File: src/rtl/cs_wait_decoder.sv
module cs_wait_decoder #(
  parameter int ADDR_W = 24,
  parameter int BASE_W = 12,
  parameter int PBLK_LOG2 = 14,
  parameter int WAIT_W = 3,
  parameter int WAIT_MAX = 6,
  localparam int CFG_W = BASE_W + 12 + WAIT_W
) (
  input  logic              clk,
  input  logic              rst_n,
  input  logic              as_n,
  input  logic [ADDR_W-1:0] addr,
  input  logic [2:0]        fc,
  input  logic              rw,
  input  logic              cfg_we,
  input  logic [2:0]        cfg_idx,
  input  logic [CFG_W-1:0]  cfg_data,
  output logic [3:0]        cs_n,
  output logic [3:0]        pcs_n,
  output logic              dtack_n,
  output logic              port16
);
  localparam int PAGE_LSB = ADDR_W - BASE_W;
  localparam int F_SIZE = BASE_W;
  localparam int F_DIR = BASE_W + 4;
  localparam int F_FCALL = BASE_W + 6;
  localparam int F_FCV = BASE_W + 7;
  localparam int F_ACK = BASE_W + 10;
  localparam int F_WAIT = BASE_W + 11;
  localparam int F_W16 = BASE_W + 11 + WAIT_W;
  localparam int BLK_LSB = PBLK_LOG2 - PAGE_LSB;

  logic [CFG_W-1:0]  cfg_q [4];
  logic              split_q;
  logic              active_q;
  logic [3:0]        win_q;
  logic              spl_q;
  logic [1:0]        blk_q;
  logic              ack_q;
  logic              w16_q;
  logic [WAIT_W-1:0] wait_q;
  logic [WAIT_W-1:0] cnt_q;

  logic [BASE_W-1:0] addr_hi;
  logic [BASE_W-1:0] off2;
  logic [3:0]        hit;
  logic [3:0]        win;
  logic [CFG_W-1:0]  wcfg;
  logic [WAIT_W-1:0] wfield;
  logic              live;

  assign addr_hi = addr[ADDR_W-1:PAGE_LSB];
  assign off2 = addr_hi - cfg_q[2][BASE_W-1:0];

  genvar i;
  for (i = 0; i < 4; i++) begin : g_sel
    logic [BASE_W-1:0] hi_mask;
    logic in_rng, dir_ok, fc_ok, blk_ok;
    assign hi_mask = {BASE_W{1'b1}} << cfg_q[i][F_SIZE +: 4];
    assign in_rng = ((addr_hi ^ cfg_q[i][BASE_W-1:0]) & hi_mask) == '0;
    assign dir_ok = rw ? cfg_q[i][F_DIR] : cfg_q[i][F_DIR+1];
    assign fc_ok = cfg_q[i][F_FCALL] | (fc == cfg_q[i][F_FCV +: 3]);
    if (i == 2) begin : g_split
      assign blk_ok = ~split_q | (off2[BASE_W-1:BLK_LSB+2] == '0);
    end else begin : g_plain
      assign blk_ok = 1'b1;
    end
    assign hit[i] = in_rng & dir_ok & fc_ok & blk_ok;
  end

  assign win = hit & (~hit + 4'd1);

  always_comb begin
    wcfg = '0;
    for (int j = 0; j < 4; j++)
      if (win[j]) wcfg = cfg_q[j];
  end

  assign wfield = wcfg[F_WAIT +: WAIT_W];

  always_ff @(posedge clk or negedge rst_n) begin
    if (!rst_n) begin
      for (int j = 0; j < 4; j++) cfg_q[j] <= '0;
      split_q  <= 1'b0;
      active_q <= 1'b0;
      win_q    <= '0;
      spl_q    <= 1'b0;
      blk_q    <= '0;
      ack_q    <= 1'b0;
      w16_q    <= 1'b0;
      wait_q   <= '0;
      cnt_q    <= '0;
    end else begin
      if (cfg_we) begin
        if (cfg_idx < 3'd4) cfg_q[cfg_idx[1:0]] <= cfg_data;
        else if (cfg_idx == 3'd4) split_q <= cfg_data[0];
      end
      if (as_n) begin
        active_q <= 1'b0;
        cnt_q    <= '0;
      end else if (!active_q) begin
        active_q <= 1'b1;
        cnt_q    <= '0;
        win_q    <= win;
        spl_q    <= split_q;
        blk_q    <= off2[BLK_LSB +: 2];
        ack_q    <= wcfg[F_ACK];
        w16_q    <= wcfg[F_W16];
        wait_q   <= (wfield > WAIT_W'(WAIT_MAX)) ? WAIT_W'(WAIT_MAX) : wfield;
      end else if (cnt_q != '1) begin
        cnt_q <= cnt_q + 1'b1;
      end
    end
  end

  assign live = active_q & ~as_n;
  assign cs_n = ~(win_q & {4{live}} & {1'b1, ~spl_q, 2'b11});
  assign pcs_n = ~({4{live & win_q[2] & spl_q}} & (4'd1 << blk_q));
  assign dtack_n = ~(live & (|win_q) & ack_q & (cnt_q >= wait_q));
  assign port16 = live & (|win_q) & w16_q;

  assert_one_select_R4: assert property (@(posedge clk) disable iff (!rst_n)
    $onehot0({~cs_n, ~pcs_n}));

  assert_strobe_release_R9: assert property (@(posedge clk) disable iff (!rst_n)
    as_n |-> (&cs_n && &pcs_n && dtack_n && !port16));

  assert_ack_needs_select_R5: assert property (@(posedge clk) disable iff (!rst_n)
    !dtack_n |-> !(&cs_n && &pcs_n));

  assert_ack_holds_R5: assert property (@(posedge clk) disable iff (!rst_n)
    (!dtack_n && !as_n) |=> (as_n || !dtack_n));

  assert_select_steady_R1: assert property (@(posedge clk) disable iff (!rst_n)
    (active_q && !as_n) |=> (as_n || $stable({cs_n, pcs_n, port16})));

  assert_split_hides_cs2_R7: assert property (@(posedge clk) disable iff (!rst_n)
    !(&pcs_n) |-> (cs_n[2] && win_q[2]));
endmodule

File: config.mk
export PLATFORM = sky130hd
export DESIGN_NAME = cs_wait_decoder
export DESIGN_NICKNAME = d
export VERILOG_FILES = /design/src/rtl/cs_wait_decoder.sv
export SDC_FILE = /design/constraint.sdc
export NUM_CORES = 1
export LEC_CHECK = 0
export ABC_AREA = 1
export BUFFER_PORTS_ARGS = -buffer_cell sky130_fd_sc_hd__buf_2
export CAP_MARGIN = 5
export CORE_AREA = 2 2 155 157
export DETAILED_ROUTE_END_ITERATION = 16
export DIE_AREA = 0 0 157 159
export GPL_ROUTABILITY_DRIVEN = 0
export GPL_TIMING_DRIVEN = 0
export MAX_ROUTING_LAYER = met4
export PLACE_DENSITY = 0.54
export SLEW_MARGIN = 30
export SYNTH_ARGS = -nofsm -noshare
export SYNTH_HDL_FRONTEND = slang
export SYNTH_SLANG_ARGS = --single-unit
export TNS_END_PERCENT = 20
File: constraint.sdc
create_clock -name clk -period 2.7 [get_ports clk]
set_clock_uncertainty 0.15 [all_clocks]
set_input_delay 0.54 -clock clk [delete_from_list [all_inputs] [get_ports clk]]
set_output_delay 0.54 -clock clk [all_outputs]
set_load 0.01 [all_outputs]
==> results of run 1 <==
## cells in the final DEF (no fill, tap or decap), types with 8 or more instances in the layout
master,Yosys,layout
inv_1,97,97
a21oi_1,22,21
dfrtp_1,125,125
nand2_1,254,253
nor2_1,36,36
clkbuf_1,21,24
ha_1,16,14
clkbuf_16,0,17
nand3_1,41,41
nand4_1,10,10
xor2_1,23,23
buf_2,3,60
xnor2_1,20,20
o21ai_0,130,130
o21ai_1,8,8
inv_2,10,10
## worst paths after layout
kind	cells past startpoint	end	slack, ns	start
worst max-delay path	15	ack_q	0.25	cfg_q[31]
worst min-delay path	2	active_q	0.14	as_n
worst max register to register	15	ack_q	0.25	cfg_q[31]
worst min register to register	2	cfg_q[32]	0.33	cfg_q[32]
max in group asynchronous	3	cfg_q[104]	1.22	rst_n
min in group asynchronous	2	cfg_q[36]	0.48	rst_n
## report_power, final
part           leakage (nW)  internal, mW  switching (mW)  total [mW]
clock                 0.278          1.44           0.822        2.26
sequential             1.59          2.20           0.252        2.45
combinational          2.19         0.536           0.845        1.38
total                  4.06          4.18            1.92        6.10
## sequential cells by signal, indices dropped and copies added (netlist names)
name,flops
spl_q,1
blk_q,2
wait_q,3
active_q,1
w16_q,1
split_q,1
cfg_q,108
cnt_q,3
win_q,4
ack_q,1
## logic make-up (layout without fill, tap and decap cells)
logic type	after synthesis	count (layout)	share of synthesized area, %
DFF	125	125	45.6
xor gates and xnor gates	44	44	5.89
AOI/OAI and AO/OA	173	173	13.1
adders and majority gates	16	16	2.92
and+or+nand+nor	386	386	25.1
buffers and inverters	133	223	7.44
## layer usage
layer,share of wire (%),vias to the layer above,wire length (um),GRT usage (%)
li1,-,2973,-,-
met1,47,2784,9320,22.6
met2,46,138,9050,25.9
met3,4.5,32,890,3.38
met4,2.2,0,441,5.96
met5,0,-,0,-
## timing repair
item / 4_1_cts / 5_1_grt
setup buffers: 0 / 0
endpoints found under the hold margin: 56 / 0
hold buffers: 1 / 0
setup endpoints to repair: 0 / 5
gates resized for setup: 0 / 5
## final cells by class
class	instances	area (um2)
clock inverters	6	85.1
clock buffers	24	492
flip-flops and latches	125	3130
repair buffers	60	338
multi-input cells	619	3240
well taps	319	399
fillers	2488	15000
plain buffers	25	105
inverters	108	405
==> run summary, run 1 <==
CP cell instances: inv_1 > ha_1 > nand2_1 > nor2_2 > nand2_1 > nand3_2 > nand2_1 > nand2_1 > nand3_2 > nor2_2 > nand3_2 > nand2_4 > nand3_4 > o211ai_1 > nand2_1
min cycle time layout: 2.45 ns
share of layout cells above drive strength 1: 14.4%
synthesized area: 6860 um2
critical path fanouts, max: 6
Inserted Clock Buffers: 17
clk_lat worst skew: 0.42 ns
grt ovf: 0
root buf cell: clkbuf_16
Worst-path clk slew: 0.05 ns
setup violators final: 0
CP arrival: 2.59 ns
syn nets: 955
final cell count without fillers: 1286
DP Wirelength: 14.8 mm
Post-synth EDFFs: 0
first-pass GRT wire length: 31.7 mm
Max Fclk: 409 MHz
drt drc: 0
post-placement cell count: 1255
Routed WL: 19.7 mm
Post-DP Area: 7590 um2
final-stage net count: 1034
Final Cycle Share: 90.6%
Area Overhead vs Synth: 19.4%
Sum Neg Setup Slack: 0 ns
Final Util: 35.3%
CTS max path bufs: 2
GRT Util Overall: 17.1%
Via density: 4.61
Yosys cell types: 41
final total power: 6.10 mW
Worst Path Required: 2.85 ns
setup ws final: 0.253 ns
fraction of registers with async set or reset after synthesis: 100%
chip width: 157 um
initial DRC count: 318
synthesized instance count: 877
detailed-route via count: 5927
Crit path buffers/inverters: 1
CP max stage cell: ha_1
Commonest cells post-synth: 254 x nand2_1, 130 x o21ai_0, 125 x dfrtp_1
RSZ-0062 raised after global routing: false
CP top delay family: simple AND/OR/NAND/NOR gates
critical path class: reg -> reg
Rows: 56
ys flop type: dfrtp_1
CP most frequent cell: nand2_1
largest net degree at the start of global routing: 70
yosys warns: 0
vias in the first global route: 5909
Pins Over Slew Limit: 0
Num Clock Sinks: 125
register bit total from synthesis: 125
CTS tree: yes
Starting Density: 29.6%
core region area: 23200 um2
PortBufs: 58
fin area: 8190 um2
slowest cell delay on critical path: 0.38 ns
top cell type's share of synthesized area: 45.6%
leak pwr: 4.06 nW
Fin. Hold Viols: 0
H-tree depth: 4
Hold Crit Class: in -> reg
WL per Instance: 15.3 um
TritonRoute pass-1 iters: 5
sequential-to-total area share from yosys stat: 45.6%
Ant. Diodes: 0
Worst setup EP type: flip-flop
worst vdd ir: 0.355 mV
Slew headroom: 57.2%
area leader, netlist: dfrtp_1
antenna-violating nets left: 0
measured slew at the worst slew-check pin: 0.642 ns
die height: 159 um
antenna violations before repair: 0
worst slack, placed: -0.130 ns
# IOs: 72
WHS: 0.144 ns
crit path launch type: flip-flop
number of max-cap violations: 0
largest cells by area after synthesis: dfrtp_1 46%, nand2_1 14%, o21ai_0 9.5%
Synth Area per Inst: 7.82 um2
Die Area: 25000 um2
Pwr per Cell Area: 744 nW/um2
status: finished, final reports clean
most numerous cell in the Yosys netlist: nand2_1
Note: power is estimated with default switching activity, not from simulation.
==> run 2: changes to the inputs <==
Settings changed: CORE_AREA 2 2 155 157 to 2 2 115 117, CTS_CLUSTER_DIAMETER set to 200, DIE_AREA 0 0 157 159 to 0 0 117 119, PLACE_DENSITY 0.54 to 0.82.
==> run summary, run 2 (synthesis gave the netlist of run 1 again) <==
detailed-route via count: 6246
Worst-path clk slew: 0.06 ns
setup violators final: 0
measured slew at the worst slew-check pin: 0.666 ns
number of flip-flops in the largest register: 108
crit path launch type: flip-flop
die height: 119 um
Hold Crit Class: in -> reg
H-tree depth: 4
share of layout cells above drive strength 1: 14.8%
Sum Neg Setup Slack: 0 ns
setup bufs post-CTS: 0
Final Cycle Share: 90.7%
RSZ-0062 raised after global routing: false
antenna violations before repair: 0
TritonRoute pass-1 iters: 7
critical path fanouts, max: 6
Inserted Clock Buffers: 17
first-pass GRT wire length: 29.1 mm
CTS tree: yes
Worst Path Required: 2.01 ns
Final Util: 62.7%
top flop regs: cfg_q: 108 flops, win_q: 4 flops
Pwr per Cell Area: 783 nW/um2
largest net degree at the start of global routing: 65
DP Wirelength: 12.8 mm
Num Clock Sinks: 125
Fin. Hold Viols: 0
Slew headroom: 55.6%
# IOs: 72
clk_lat worst skew: 0.42 ns
Rows: 42
antenna-violating nets left: 0
min cycle time layout: 2.45 ns
commonest non-fill, non-tap cell in the layout: nand2_1
final-stage net count: 1034
worst vdd ir: 0.505 mV
leak pwr: 4.09 nW
Pins Over Slew Limit: 0
Starting Density: 53.3%
largest register by flop count: cfg_q
number of max-cap violations: 0
Die Area: 13900 um2
Routed WL: 18.1 mm
most frequent cells in the layout: 254 x nand2_1, 130 x o21ai_0, 125 x dfrtp_1
drt drc: 0
status: finished, final reports clean
GRT Util Overall: 28.0%
vias in the first global route: 5931
root buf cell: clkbuf_16
initial DRC count: 599
grt ovf: 0
PortBufs: 58
CTS max path bufs: 2
core region area: 12900 um2
Max Fclk: 408 MHz
chip width: 117 um
critical path class: reg -> out
Ant. Diodes: 0
Area Overhead vs Synth: 17.7%
WL per Instance: 15.8 um
CP arrival: 1.76 ns
Via density: 5.46
Worst setup EP type: output pin
==> run 2: final timing paths <==
| kind | start | endpoint | slack, ns | cells past startpoint |
|---|---|---|---|---|
| min | as_n | active_q | 0.14 | 2 |
| max reg2reg | cfg_q[28] | ack_q | 0.26 | 16 |
| max | active_q | pcs_n[2] | 0.25 | 6 |
| min reg2reg | cfg_q[34] | cfg_q[34] | 0.33 | 2 |
| min in group asynchronous | rst_n | cfg_q[36] | 0.49 | 2 |
| max in group asynchronous | rst_n | wait_q[0] | 1.24 | 3 |
==> run 2: timing repair <==
| action | 4_1_cts | 5_1_grt |
|---|---|---|
| hold endpoints to repair | 61 | 0 |
| setup endpoints to repair | 0 | 5 |
| gates resized for setup | 0 | 4 |
| hold buffers | 1 | 0 |
==> run 2: critical path, stage by stage, from the launching register on <==
cell,delay [ns]
dfrtp_1,0.34
inv_1,0.04
nor2_1,0.30
inv_1,0.17
nor3_2,0.23
nand3_1,0.11
buf_2,0.15
==> run 2: layout make-up <==
class                           instances  area [um2]
Sequential cell                       125        3130
Tap cell                              176         220
Multi-Input combinational cell        619        3230
Buffer                                 25         105
Clock buffer                           19         453
Timing Repair Buffer                   60         338
Inverter                              108         405
Fill cell                            1092        4800
Clock inverter                         13         188
==> run 2: layer usage <==
metal	vias to the layer above	part of all wire (%)	global-route usage (%)
li1	2975	-	-
met1	2946	42	36.4
met2	273	48	43.2
met3	52	7.2	5.34
met4	0	3.3	11.8
met5	-	0	-
==> run 2: where the power goes <==
group / switching, mW / internal [mW]
Clock: 0.870 / 1.60
Sequential: 0.261 / 2.20
Combinational: 0.858 / 0.536
Total: 1.99 / 4.33
==> run 2: stage by stage <==
step,power [mW],cell area (um2),setup WS (ns),std cells,hold WS (ns)
after floorplan,3.40,6860,0.394,877,0.0944
after global placement,3.75,7370,-0.592,1111,0.312
after detailed placement,3.82,7410,-0.0408,1112,0.323
after CTS,6.28,8060,0.102,1145,0.135
after global routing,6.61,8070,0.00549,1145,0.138
final,6.32,8070,0.251,1145,0.139
